**config.mk**
```make
export PLATFORM = sky130hd
export DESIGN_NAME = bus_shift_reg
export DESIGN_NICKNAME = d
export VERILOG_FILES = /design/src/rtl/bsr_pkg.sv /design/src/rtl/bsr_ctrl.sv /design/src/rtl/bsr_store.sv /design/src/rtl/bsr_port_drv.sv /design/src/rtl/bus_shift_reg.sv
export SDC_FILE = /design/constraint.sdc
export NUM_CORES = 1
export LEC_CHECK = 0
export BUFFER_PORTS_ARGS = -buffer_cell sky130_fd_sc_hd__buf_2
export CORE_UTILIZATION = 43
export DETAILED_ROUTE_END_ITERATION = 8
export HOLD_SLACK_MARGIN = 0.05
export PLACE_DENSITY_LB_ADDON = 0.08
export SLEW_MARGIN = 10
export SYNTH_ARGS = -nofsm -noshare
export SYNTH_HDL_FRONTEND = slang
export SYNTH_SLANG_ARGS = --single-unit
```
**constraint.sdc**
```tcl
create_clock -name clk -period 0.9 [get_ports clk]
set_input_delay 0.09 -clock clk [delete_from_list [all_inputs] [get_ports clk]]
set_output_delay 0.09 -clock clk [all_outputs]
set_load 0.01 [all_outputs]
```
**src/rtl/bsr_pkg.sv**
```systemverilog
package bsr_pkg;
  typedef enum logic [1:0] {
    OP_SHIFT  = 2'd0,
    OP_LOAD_B = 2'd1,
    OP_LOAD_A = 2'd2,
    OP_HOLD   = 2'd3
  } bsr_op_e;
endpackage

```
**src/rtl/bsr_ctrl.sv**
```systemverilog
module bsr_ctrl
  import bsr_pkg::*;
(
  input  logic    clk,
  input  logic    rst_n,
  input  logic    a_en,
  input  logic    dir_a2b,
  input  logic    async_sel,
  input  logic    par_sel,
  output bsr_op_e op,
  output logic    transparent,
  output logic    a_oe,
  output logic    b_oe
);
  // Mode decode: serial ignores async_sel, parallel picks its source.
  always_comb begin
    if (!par_sel)         op = OP_SHIFT;
    else if (!dir_a2b)    op = OP_LOAD_B;
    else if (a_en)        op = OP_LOAD_A;
    else                  op = OP_HOLD;
  end

  assign transparent = par_sel & async_sel;
  assign b_oe        = dir_a2b;
  assign a_oe        = a_en & ~dir_a2b;

  AST_OE_EXCLUSIVE: assert property (@(posedge clk) disable iff (!rst_n)
    $onehot0({a_oe, b_oe}));
endmodule

```
**src/rtl/bsr_store.sv**
```systemverilog
module bsr_store
  import bsr_pkg::*;
#(
  parameter int WIDTH = 8
) (
  input  logic             clk,
  input  logic             rst_n,
  input  bsr_op_e          op,
  input  logic             transparent,
  input  logic             ser_in,
  input  logic [WIDTH-1:0] a_in,
  input  logic [WIDTH-1:0] b_in,
  output logic [WIDTH-1:0] word
);
  localparam int TOP = WIDTH - 1;

  logic [WIDTH-1:0] q_r;
  logic [WIDTH-1:0] src;

  // Shift toward the top bit, new bit at the bottom.
  function automatic logic [WIDTH-1:0] shift_up(input logic [WIDTH-1:0] w,
                                                input logic b);
    return {w[TOP-1:0], b};
  endfunction

  function automatic logic [WIDTH-1:0] pick_src(input bsr_op_e o,
                                                input logic [WIDTH-1:0] w,
                                                input logic b,
                                                input logic [WIDTH-1:0] pa,
                                                input logic [WIDTH-1:0] pb);
    case (o)
      OP_SHIFT:  return shift_up(w, b);
      OP_LOAD_B: return pb;
      OP_LOAD_A: return pa;
      default:   return w;
    endcase
  endfunction

  assign src  = pick_src(op, q_r, ser_in, a_in, b_in);
  assign word = transparent ? src : q_r;

  always_ff @(posedge clk) begin
    if (!rst_n) q_r <= '0;
    else        q_r <= src;
  end

  AST_RESET_CLEAR: assert property (@(posedge clk)
    !rst_n |=> (q_r == '0));
  AST_SHIFT_ENTRY: assert property (@(posedge clk) disable iff (!rst_n)
    (op == OP_SHIFT) |=> (q_r[0] == $past(ser_in)));
  AST_LOAD_FROM_B: assert property (@(posedge clk) disable iff (!rst_n)
    (op == OP_LOAD_B) |=> (q_r == $past(b_in)));
  AST_LOAD_FROM_A: assert property (@(posedge clk) disable iff (!rst_n)
    (op == OP_LOAD_A) |=> (q_r == $past(a_in)));
  AST_RECIRC_KEEP: assert property (@(posedge clk) disable iff (!rst_n)
    (op == OP_HOLD) |=> $stable(q_r));
endmodule

```
**src/rtl/bsr_port_drv.sv**
```systemverilog
module bsr_port_drv #(
  parameter int WIDTH = 8
) (
  input  logic             oe,
  input  logic [WIDTH-1:0] word,
  output logic [WIDTH-1:0] pad_out
);
  for (genvar i = 0; i < WIDTH; i++) begin : g_bit
    assign pad_out[i] = oe & word[i];
  end
endmodule

```
**src/rtl/bus_shift_reg.sv**
```systemverilog
module bus_shift_reg
  import bsr_pkg::*;
#(
  parameter int WIDTH = 8
) (
  input  logic             clk,
  input  logic             rst_n,
  input  logic             a_en,
  input  logic             dir_a2b,
  input  logic             async_sel,
  input  logic             par_sel,
  input  logic             ser_in,
  input  logic [WIDTH-1:0] a_in,
  input  logic [WIDTH-1:0] b_in,
  output logic [WIDTH-1:0] a_out,
  output logic             a_oe,
  output logic [WIDTH-1:0] b_out,
  output logic             b_oe,
  output logic             ser_out
);
  bsr_op_e          op;
  logic             transparent;
  logic [WIDTH-1:0] word;

  bsr_ctrl u_ctrl (
    .clk(clk), .rst_n(rst_n), .a_en(a_en), .dir_a2b(dir_a2b),
    .async_sel(async_sel), .par_sel(par_sel), .op(op),
    .transparent(transparent), .a_oe(a_oe), .b_oe(b_oe)
  );

  bsr_store #(.WIDTH(WIDTH)) u_store (
    .clk(clk), .rst_n(rst_n), .op(op), .transparent(transparent),
    .ser_in(ser_in), .a_in(a_in), .b_in(b_in), .word(word)
  );

  bsr_port_drv #(.WIDTH(WIDTH)) u_drv_a (.oe(a_oe), .word(word), .pad_out(a_out));
  bsr_port_drv #(.WIDTH(WIDTH)) u_drv_b (.oe(b_oe), .word(word), .pad_out(b_out));

  assign ser_out = word[WIDTH-1];

  AST_B_FOLLOWS_DIR: assert property (@(posedge clk) disable iff (!rst_n)
    (b_oe == dir_a2b));
endmodule

```
[Word-level counts from Yosys, hierarchy flattened]
Index checks and enable logic that the tools add are counted.
Widths: inputs -> output; s select.
Word-level totals
  register bits: 8
  output and inout port bits: 19
  logic and storage cells: 28
Operators by class
  equality and inequality tests: 2
  multiplexer cells: 5
  bitwise gates (word level): 19
  reductions and logical operators: 1
Operator list (number)
  $pmux 8 s3: 1
  $and 1x1->1: 18
  $mux 8: 1
  $mux 2: 2
  $eq 2x1->1 const B: 1
  $eq 2x2->1 const B: 1
  $logic_not 2->1: 1
  $mux 1: 1
  $not 1->1: 1

[Longest topological paths before layout]
Gate-level depths: netlist of the first run.
  word-level depth: 7
  mapped depth: 5
  depth with buffers taken out: 3

[Cells and area by module]
Synthesis of the first run repeated with hierarchy kept, for this count alone.
Second synthesis, totals
  cell total of the unflattened synthesis: 103
  area, all modules: 840.8 um2
Modules (own cells, without submodules)
  bsr_store: instances 1, cells each 82, area each 703.2 um2, seq. area each 160.2 um2
  bsr_port_drv: instances 2, cells each 8, area each 50.0 um2, seq. area each 0.0 um2
  bsr_ctrl: instances 1, cells each 5, area each 37.5 um2, seq. area each 0.0 um2

[Worst setup path before layout of the first run]
Ideal clock, no wire load.
  kind: input to output
  from: input dir_a2b
  to: output b_out[4]
  data arrival time: 721 ps
  data required time: 810 ps
  path slack: 89 ps
  cell stages on the path: 3
  buffers on the path: 2
  path through: buf_2 > buf_2 > a21boi_0
Between the ends
  longest elaborated chain between the ends: 6
  elaborated cells on any way between the ends: 8
Ends and longest elaborated chain
  start, declared: RTL line bus_shift_reg.sv:9  | input logic dir_a2b,
  $mux 2: RTL line bsr_ctrl.sv:18  | else if (!dir_a2b) op = OP_LOAD_B;
  $mux 2: RTL line bsr_ctrl.sv:17  | if (!par_sel) op = OP_SHIFT;
  $eq 2x2->1 (tied with other cells): RTL line bsr_store.sv:31  | case (o)
  $pmux 8 s3: RTL line bsr_store.sv:31
  $mux 8: RTL line bsr_store.sv:40  | assign word = transparent ? src : q_r;
  $and 1x1->1 (*): RTL line bsr_port_drv.sv:9  | assign pad_out[i] = oe & word[i];
  end, declared: RTL line bus_shift_reg.sv:17  | output logic [WIDTH-1:0] b_out,
Mark *: on every way between the ends. The rest lies on a longest branch, timed or not.

[Worst setup path in the final report of the first run]
  from: register u_store.q_r[7]
  to: output b_out[7]
Between the ends
  longest elaborated chain between the ends: 3
Ends and longest elaborated chain
  start, declared: RTL line bsr_store.sv:17  | logic [WIDTH-1:0] q_r;
  start signal, assigned: RTL line bsr_store.sv:44  | else q_r <= src;
  $pmux 8 s3: RTL line bsr_store.sv:31
  $mux 8 (*): RTL line bsr_store.sv:40
  $and 1x1->1 (*): RTL line bsr_port_drv.sv:9
Marks and branches as above.

==> key figures, run 1 <==
Run status
  – Outcome: complete, but fails checks
  – Failing checks: setup timing

Pwr
  – Max VDD drop: 0.000739 V
  – Overall power consumption: 1.18 mW
  – Power Density: 1010 nW/um2
  – Reported leakage power: 0.585 nW

STA
  – Final WS setup: -0.128 ns
  – Slew HR: 0.858
  – Final setup viols: 17
  – Slew at the pin with the worst max-slew slack: 0.211 ns
  – Slew Limit Fails: 0
  – Final count of hold timing violations: 0
  – Max Clock Freq: 0.973 GHz
  – Unrepaired setup endpoints after global routing: true
  – Final clock skew: 0.00487 ns
  – Shortest period the worst path allows: 1.03 ns
  – Ratio of final minimum period to clock period: 1.14

Floorplan
  – # rows: 14
  – Die outline area: 1940 um2
  – Core footprint: 1580 um2
  – Die Y: 44.0 um
  – I/O pin count: 42
  – Die span in x: 44.0 um
  – Starting utilization of the core area: 0.481

Worst setup path
  – Cell with the largest stage delay on the worst path: sky130_fd_sc_hd__dfxtp_4
  – CP peak stage delay: 0.36 ns
  – Data arrival time at the worst-slack endpoint: 0.94 ns
  – Critical Setup Path Class: register to primary output
  – Nature of the critical path startpoint: register
  – Required time of the critical path: 0.81 ns
  – Critical path endpoint category: primary output
  – Number of cell instances on the worst register-to-register path: 3
  – Crit path cell chain: mux2i_1, nor2b_1, buf_2
  – Critical Path Fanout Max: 4

Layout
  – Count of inserted antenna diode cells: 0
  – Fraction of layout cells with a size suffix above 1: 0.603
  – Count of placed standard cells in the final layout, fillers left out: 172
  – Synth-to-Final Area Change: 55.0%
  – Number of flip-flops under the largest register name: 8
  – Register ranked first by flip-flop count: u_store.q_r
  – Net count reported at finish: 181
  – Leading registers by flop count: u_store.q_r (8)
  – Util after Layout: 0.745
  – Fill cell count: 128

CTS
  – Max Root-Sink Buffers: 2
  – Clock latency of the later-clocked register in the worst-skew pair: 0.26 ns
  – CTS buffer count: 3
  – Number of buffers added to fix hold violations after cts: 0
  – H-tree depth reported by CTS: 1
  – Number of clock sinks: 8
  – Clock tree from TritonCTS: built
  – Cell at the root of the clock tree: sky130_fd_sc_hd__clkbuf_4
  – Clock-pin slew on the worst setup and hold paths: 0.06 ns

Logic synthesis
  – Synth Register Bits: 8
  – Most instantiated flip-flop cell in the synthesis netlist: sky130_fd_sc_hd__dfxtp_1
  – Synth area leaders: sky130_fd_sc_hd__dfxtp_1 21%, sky130_fd_sc_hd__a21oi_2 10%, sky130_fd_sc_hd__nand2_1 9.4%
  – Async set-or-reset flop fraction in the synthesized netlist: 0
  – Library cell occupying the most area in the post-synthesis netlist: sky130_fd_sc_hd__dfxtp_1
  – Post-synth top area share: 0.211
  – Average cell area after synthesis: 7.58 um2
  – Number of enable flip-flop cells after synthesis: 0
  – Seq/Total Area, Yosys: 0.211
  – Commonest cells in the synthesized netlist: 19 x sky130_fd_sc_hd__nand2_1, 9 x sky130_fd_sc_hd__a21oi_1, 9 x sky130_fd_sc_hd__a21oi_2
  – Number of warnings reported in the yosys synthesis log: 0
  – Count of different cell masters after synthesis: 21
  – Cell area after technology mapping: 758 um2
  – Post-synthesis cell count: 100
  – Post-Synthesis Net Count: 123
  – Most frequent cell after synthesis: sky130_fd_sc_hd__nand2_1

Global route
  – First-pass GRT wire length: 3700 um
  – Maximum number of pins on one net before global-route repair: 18
  – Number of global-route vias before repair: 813
  – Aggregate global routing overflow: 0
  – Total GRT Usage: 0.263
  – Number of antenna violations at the first check in global routing: 0

Worst hold path
  – Class of the tightest hold or removal check: input port to register
  – Number of cells on the worst hold path: 3

Placement
  – Port-buffer cells: 41
  – Detailed placement HPWL: 1770 um
  – Last weighted congestion value of the routability-driven placer: 0.800
  – Number of instances in the placed design: 162
  – Worst setup timing slack at the placement stage: -0.0739 ns

Detailed routing
  – Detailed-router iteration count before antenna repair: 6
  – Vias: 967
  – Wire length reported by the detailed router: 2400 um
  – Post-route ant nets: 0
  – Post-route DRC: 0
  – Vias/cell: 5.62
  – 1st-iter DRT viols: 31
  – Wire length per cell: 13.9 um

Job
  – Max cap viols: 0
## final timing paths
path                  startpoint             end  slack, ns
setup / recovery  u_store.q_r[7]        b_out[7]      -0.13
hold / removal             rst_n  u_store.q_r[4]       0.15
setup reg to reg  u_store.q_r[6]  u_store.q_r[7]       0.09
hold reg to reg   u_store.q_r[7]  u_store.q_r[7]       0.61
## area by class of cell
class,count,area [um2],share of cell area
multi-input cells,81,548,0.466
repair buffers,63,408,0.347
inverters,1,3.75,0.00319
clock buffers,3,22.5,0.0192
well taps,16,20.0,0.0170
flip-flops and latches,8,173,0.147
## repair_timing
action	CTS	global route
buffers inserted	6	1
gates resized for setup	16	2
endpoints found under the setup margin	17	17
pin swaps	8	3
## per-layer routing
metal,part of all wire,up-vias,track usage
met2,0.49,45,0.424
li1,-,474,-
met3,0.056,4,0.0250
met1,0.44,444,0.352
met5,0,-,0
met4,0.011,0,0.127
## worst max-delay path, delay by kind of cell, from the launching register on
kind / cells / cell delay [ns]
DFF: 1 / 0.36
buffers and inverters: 1 / 0.13
muxes: 1 / 0.13
and+or+nand+nor: 1 / 0.06
## through the flow
stage / setup TNS [ns] / instance area [um2] / hold WS [ns]
3_3_place_gp: -0.266 / 1070 / 0.401
2_1_floorplan: 0 / 758 / 0.272
5_1_grt: -2.38 / 1170 / 0.148
6_report: -1.61 / 1170 / 0.151
3_5_place_dp: -0.862 / 1070 / 0.401
4_1_cts: -1.69 / 1160 / 0.140
## layout by cell type, fill, tap and decap left out, types with 3 or more instances in the layout
| cell type | instances |
|---|---|
| sky130_fd_sc_hd__buf_4 | 19 |
| sky130_fd_sc_hd__o21ai_0 | 7 |
| sky130_fd_sc_hd__nand2_1 | 11 |
| sky130_fd_sc_hd__mux2i_1 | 7 |
| sky130_fd_sc_hd__buf_2 | 41 |
| sky130_fd_sc_hd__dfxtp_2 | 7 |
| sky130_fd_sc_hd__buf_12 | 3 |
| sky130_fd_sc_hd__clkbuf_4 | 3 |
| sky130_fd_sc_hd__a21oi_1 | 9 |
| sky130_fd_sc_hd__a21oi_2 | 9 |
| sky130_fd_sc_hd__nor2b_1 | 7 |
| sky130_fd_sc_hd__nand3b_1 | 7 |
| sky130_fd_sc_hd__nand2_2 | 8 |
| sky130_fd_sc_hd__o221ai_1 | 8 |
## logic make-up (layout without fill, tap and decap cells)
family	after synthesis	in the layout	share of synthesized area
flip-flops	8	8	0.211
AND/OR/NAND/NOR	39	39	0.284
AO/OA/AOI/OAI	35	35	0.320
multiplexers	7	7	0.0924
buffers and inverters	11	67	0.0924
## power breakdown
| group | internal (mW) | switching (mW) |
|---|---|---|
| combinational | 0.244 | 0.231 |
| sequential | 0.390 | 0.0302 |
| clock | 0.153 | 0.134 |
No activity file was read; power rests on OpenSTA's default activity.
==> run 2: changes to the inputs <==
--- a/config.mk
+++ b/config.mk
@@ -6,11 +6,11 @@
 export NUM_CORES = 1
 export LEC_CHECK = 0
 export BUFFER_PORTS_ARGS = -buffer_cell sky130_fd_sc_hd__buf_2
-export CORE_UTILIZATION = 43
+export CORE_UTILIZATION = 45
 export DETAILED_ROUTE_END_ITERATION = 8
 export HOLD_SLACK_MARGIN = 0.05
 export PLACE_DENSITY_LB_ADDON = 0.08
-export SLEW_MARGIN = 10
 export SYNTH_ARGS = -nofsm -noshare
 export SYNTH_HDL_FRONTEND = slang
+export SYNTH_HIERARCHICAL = 1
 export SYNTH_SLANG_ARGS = --single-unit
==> run 2 against run 1 <==
Effect of this change:
- the run still ends with setup timing left
- die area rose by 5.7%
- sequential power rose by 4%
- combinational power rose by 100%
- count of clock-buffer cells in the layout did not move
- utilization rose by 20 points
- sequential share of layout area fell by 4.3 points
- critical path type is now input port to primary output
==> key figures, run 2 <==
Run status
  – Outcome: complete, but fails checks (unchanged)
  – Failing checks: setup timing (unchanged)

STA
  – Slew HR: 0.834 (was 0.858)
  – Ratio of final minimum period to clock period: 1.80 (was 1.14)
  – Final TNS setup: -12.79 ns (was -1.61 ns)
  – Worst-case hold slack: 0.201 ns (was 0.151 ns)
  – Shortest period the worst path allows: 1.62 ns (was 1.03 ns)
  – Final setup viols: 25 (was 17)
  – Unrepaired setup endpoints after global routing: true (unchanged)
  – Slew Limit Fails: 0 (unchanged)
  – Slew at the pin with the worst max-slew slack: 0.242 ns (was 0.211 ns)
  – Final count of hold timing violations: 0 (unchanged)
  – Final clock skew: 0.00292 ns (was 0.00487 ns)
  – Max Clock Freq: 0.617 GHz (was 0.973 GHz)
  – Final WS setup: -0.722 ns (was -0.128 ns)

Pwr
  – Switching portion of total power: 0.357 (was 0.334)
  – Switching pwr: 600 uW (was 395 uW)
  – Max VDD drop: 0.00116 V (was 0.000739 V)
  – Design internal power: 1.08 mW (was 787 uW)
  – Reported leakage power: 0.805 nW (was 0.585 nW)
  – Logic gate share of total power: 0.565 (was 0.402)
  – Power Density: 1020 nW/um2 (was 1010 nW/um2)
  – Sequential share of power: 0.260 (was 0.355)
  – Part of the total power dissipated in the clock network: 0.175 (was 0.243)

Global route
  – Total GRT Usage: 0.382 (was 0.263)
  – Number of global-route vias before repair: 1134 (was 813)
  – Aggregate global routing overflow: 0 (unchanged)
  – Maximum number of pins on one net before global-route repair: 25 (was 18)
  – First-pass GRT wire length: 5530 um (was 3700 um)
  – Number of antenna violations at the first check in global routing: 0 (unchanged)

Job
  – Max cap viols: 0 (unchanged)

Logic synthesis
  – Commonest cells in the synthesized netlist: 18 x sky130_fd_sc_hd__and2_1, 16 x sky130_fd_sc_hd__mux2i_1, 9 x sky130_fd_sc_hd__nand2b_1 (was 19 x sky130_fd_sc_hd__nand2_1, 9 x sky130_fd_sc_hd__a21oi_1, 9 x sky130_fd_sc_hd__a21oi_2)
  – Count of different cell masters after synthesis: 17 (was 21)
  – Synth area leaders: sky130_fd_sc_hd__dfxtp_1 19%, sky130_fd_sc_hd__mux2i_1 19%, sky130_fd_sc_hd__and2_1 13% (was sky130_fd_sc_hd__dfxtp_1 21%, sky130_fd_sc_hd__a21oi_2 10%, sky130_fd_sc_hd__nand2_1 9.4%)
  – Synth Register Bits: 8 (unchanged)
  – Async set-or-reset flop fraction in the synthesized netlist: 0 (unchanged)
  – Number of enable flip-flop cells after synthesis: 0 (unchanged)
  – Library cell occupying the most area in the post-synthesis netlist: sky130_fd_sc_hd__dfxtp_1 (unchanged)
  – Post-synthesis cell count: 103 (was 100)
  – Post-synth top area share: 0.190 (was 0.211)
  – Post-Synthesis Net Count: 126 (was 123)
  – Number of warnings reported in the yosys synthesis log: 6 (was 0)
  – Cell area after technology mapping: 841 um2 (was 758 um2)
  – Average cell area after synthesis: 8.16 um2 (was 7.58 um2)
  – Seq/Total Area, Yosys: 0.190 (was 0.211)
  – Most frequent cell after synthesis: sky130_fd_sc_hd__and2_1 (was sky130_fd_sc_hd__nand2_1)
  – Most instantiated flip-flop cell in the synthesis netlist: sky130_fd_sc_hd__dfxtp_1 (unchanged)

Worst setup path
  – Critical Setup Path Class: input port to primary output (was register to primary output)
  – Count of buffering cells on the critical path with inverters included: 3 (was 1)
  – Critical Path Fanout Max: 5 (was 4)
  – Critical path endpoint category: primary output (unchanged)
  – Number of cell instances on the worst register-to-register path: 4 (was 3)
  – Nature of the critical path startpoint: input port (was register)
  – Reg-to-reg startpoint: u_store/q_r[0] (was u_store.q_r[6])
  – Data arrival time at the worst-slack endpoint: 1.53 ns (was 0.94 ns)
  – Most frequent CP cell: sky130_fd_sc_hd__and2_4
  – Crit. path cell count: 8 (was 3)
  – Cell with the largest stage delay on the worst path: sky130_fd_sc_hd__a221o_1 (was sky130_fd_sc_hd__dfxtp_4)
  – Crit path cell chain: buf_8, and2_4, buf_12, mux2i_4, nor2_1, a221o_1, and2_4, buf_6 (was mux2i_1, nor2b_1, buf_2)
  – Crit. Startpoint: dir_a2b (was u_store.q_r[7])
  – Required time of the critical path: 0.81 ns (about the same)
  – CP peak stage delay: 0.31 ns (was 0.36 ns)
  – Cell family with most CP delay: simple AND/OR/NAND/NOR gates (was flip-flops)

Layout
  – Leading registers by flop count: u_store/q_r (8) (was u_store.q_r (8))
  – Synth-to-Final Area Change: 97.0% (was 55.0%)
  – Count of inserted antenna diode cells: 0 (unchanged)
  – Commonest non-fill, non-tap cells in the layout: 30 x sky130_fd_sc_hd__buf_6, 24 x sky130_fd_sc_hd__buf_2, 19 x sky130_fd_sc_hd__buf_4 (was 41 x sky130_fd_sc_hd__buf_2, 19 x sky130_fd_sc_hd__buf_4, 11 x sky130_fd_sc_hd__nand2_1)
  – Leading cell type in the layout, fill and taps excluded: sky130_fd_sc_hd__buf_6 (was sky130_fd_sc_hd__buf_2)
  – Register ranked first by flip-flop count: u_store/q_r (was u_store.q_r)
  – Net count reported at finish: 200 (was 181)
  – Number of flip-flops under the largest register name: 8 (unchanged)
  – Fraction of layout cells with a size suffix above 1: 0.680 (was 0.603)
  – Util after Layout: 0.949 (was 0.745)

Floorplan
  – I/O pin count: 42 (unchanged)
  – Die outline area: 2050 um2 (was 1940 um2)
  – Die span in x: 45.2 um (was 44.0 um)
  – Core footprint: 1750 um2 (was 1580 um2)
  – Die Y: 45.2 um (was 44.0 um)
  – # rows: 15 (was 14)
  – Starting utilization of the core area: 0.482 (was 0.481)

Detailed routing
  – Post-route DRC: 0 (unchanged)
  – Wire length reported by the detailed router: 4810 um (was 2400 um)
  – Vias: 1309 (was 967)
  – Wire length per cell: 24.1 um (was 13.9 um)
  – Vias/cell: 6.55 (was 5.62)
  – Detailed-router iteration count before antenna repair: 5 (was 6)
  – Post-route ant nets: 0 (unchanged)
  – 1st-iter DRT viols: 107 (was 31)

Placement
  – Last weighted congestion value of the routability-driven placer: 0.805 (was 0.800)
  – Detailed placement HPWL: 1830 um (was 1770 um)
  – Port-buffer cells: 41 (unchanged)
  – Worst setup timing slack at the placement stage: -0.667 ns (was -0.0739 ns)

CTS
  – CTS buffer count: 3 (unchanged)
  – Max Root-Sink Buffers: 2 (unchanged)
  – H-tree depth reported by CTS: 1 (unchanged)
  – Clock latency of the later-clocked register in the worst-skew pair: 0.26 ns (about the same)
  – Number of clock sinks: 8 (unchanged)
  – Clock tree from TritonCTS: built (unchanged)
  – Number of buffers added to fix hold violations after cts: 0 (unchanged)
  – Cell at the root of the clock tree: sky130_fd_sc_hd__clkbuf_4 (unchanged)
  – Clock-pin slew on the worst setup and hold paths: 0.06 ns (about the same)

Worst hold path
  – Class of the tightest hold or removal check: input port to register (unchanged)
  – Number of cells on the worst hold path: 2 (was 3)
  – Critical hold path startpoint: rst_n (unchanged)
## run 2: cell types whose count changed after synthesis, sizes merged, moves of 7 or more
| cell | change |
|---|---|
| nor2 | +8 |
| nand3b | -8 |
| mux2i | +9 |
| nand2 | -11 |
| a221o | +8 |
| and2 | +17 |
| o221ai | -8 |
| a22o | +8 |
| a21oi | -18 |
| and3 | +8 |
| nand2b | +7 |
| o21ai | -7 |
## run 2: cell type report
| type | instances | area (um2) |
|---|---|---|
| Fill cell | 46 | 88.8 |
| Sequential cell | 8 | 173 |
| Clock buffer | 3 | 22.5 |
| Inverter | 1 | 3.75 |
| Tap cell | 25 | 31.3 |
| Multi-Input combinational cell | 86 | 751 |
| Timing Repair Buffer | 77 | 676 |
## run 2: cells by family after synthesis
logic type      after synthesis  share of synthesized area
compound gates               17                      0.192
buf+inv                       9                     0.0804
flops                         8                      0.190
mux                          16                      0.190
simple gates                 53                      0.347
## run 2: path summary, 6_finish.rpt
check / endpoint / slack [ns]
max: b_out[0] / -0.72
min: u_store/q_r[3] / 0.20
max reg2reg: u_store/q_r[0] / -0.24
min reg2reg: u_store/q_r[5] / 0.80
## run 2: routing by layer
layer  up-vias  track usage  part of all wire
li1        512            -                 -
met1       571        0.462              0.31
met2       158        0.670              0.44
met3        68       0.0240              0.12
met4         0        0.206              0.12
met5         -            0                 0
## run 2: power by group through the flow
stage               registers [mW]  clock network [mW]  logic (mW)
floorplan                    0.416                   0       0.356
finish                       0.438               0.295       0.950
global placement             0.419                   0       0.582
CTS                          0.422               0.282       0.778
detailed placement           0.421                   0       0.599
global route                 0.438               0.310       0.984
## run 2: worst reg2reg max path, delay by kind of cell (launching register included)
| family | cells | cell delay, ns |
|---|---|---|
| multiplexers | 1 | 0.22 |
| AND/OR/NAND/NOR | 2 | 0.30 |
| buffers and inverters | 1 | 0.14 |
| flip-flops | 1 | 0.37 |
## run 2: through the flow
step / cell area, um2 / instances / total power [mW]
2_1_floorplan: 885 / 103 / 0.773
3_3_place_gp: 1240 / 184 / 1.00
3_5_place_dp: 1240 / 184 / 1.02
4_1_cts: 1540 / 196 / 1.48
5_1_grt: 1660 / 200 / 1.73
6_report: 1660 / 200 / 1.68
## run 2: what timing repair did
action / 4_1_cts / 5_1_grt
endpoints found under the setup margin: 24 / 26
gates cloned: 0 / 2
pin swaps: 29 / 16
setup buffers: 13 / 7
resized for setup: 48 / 19
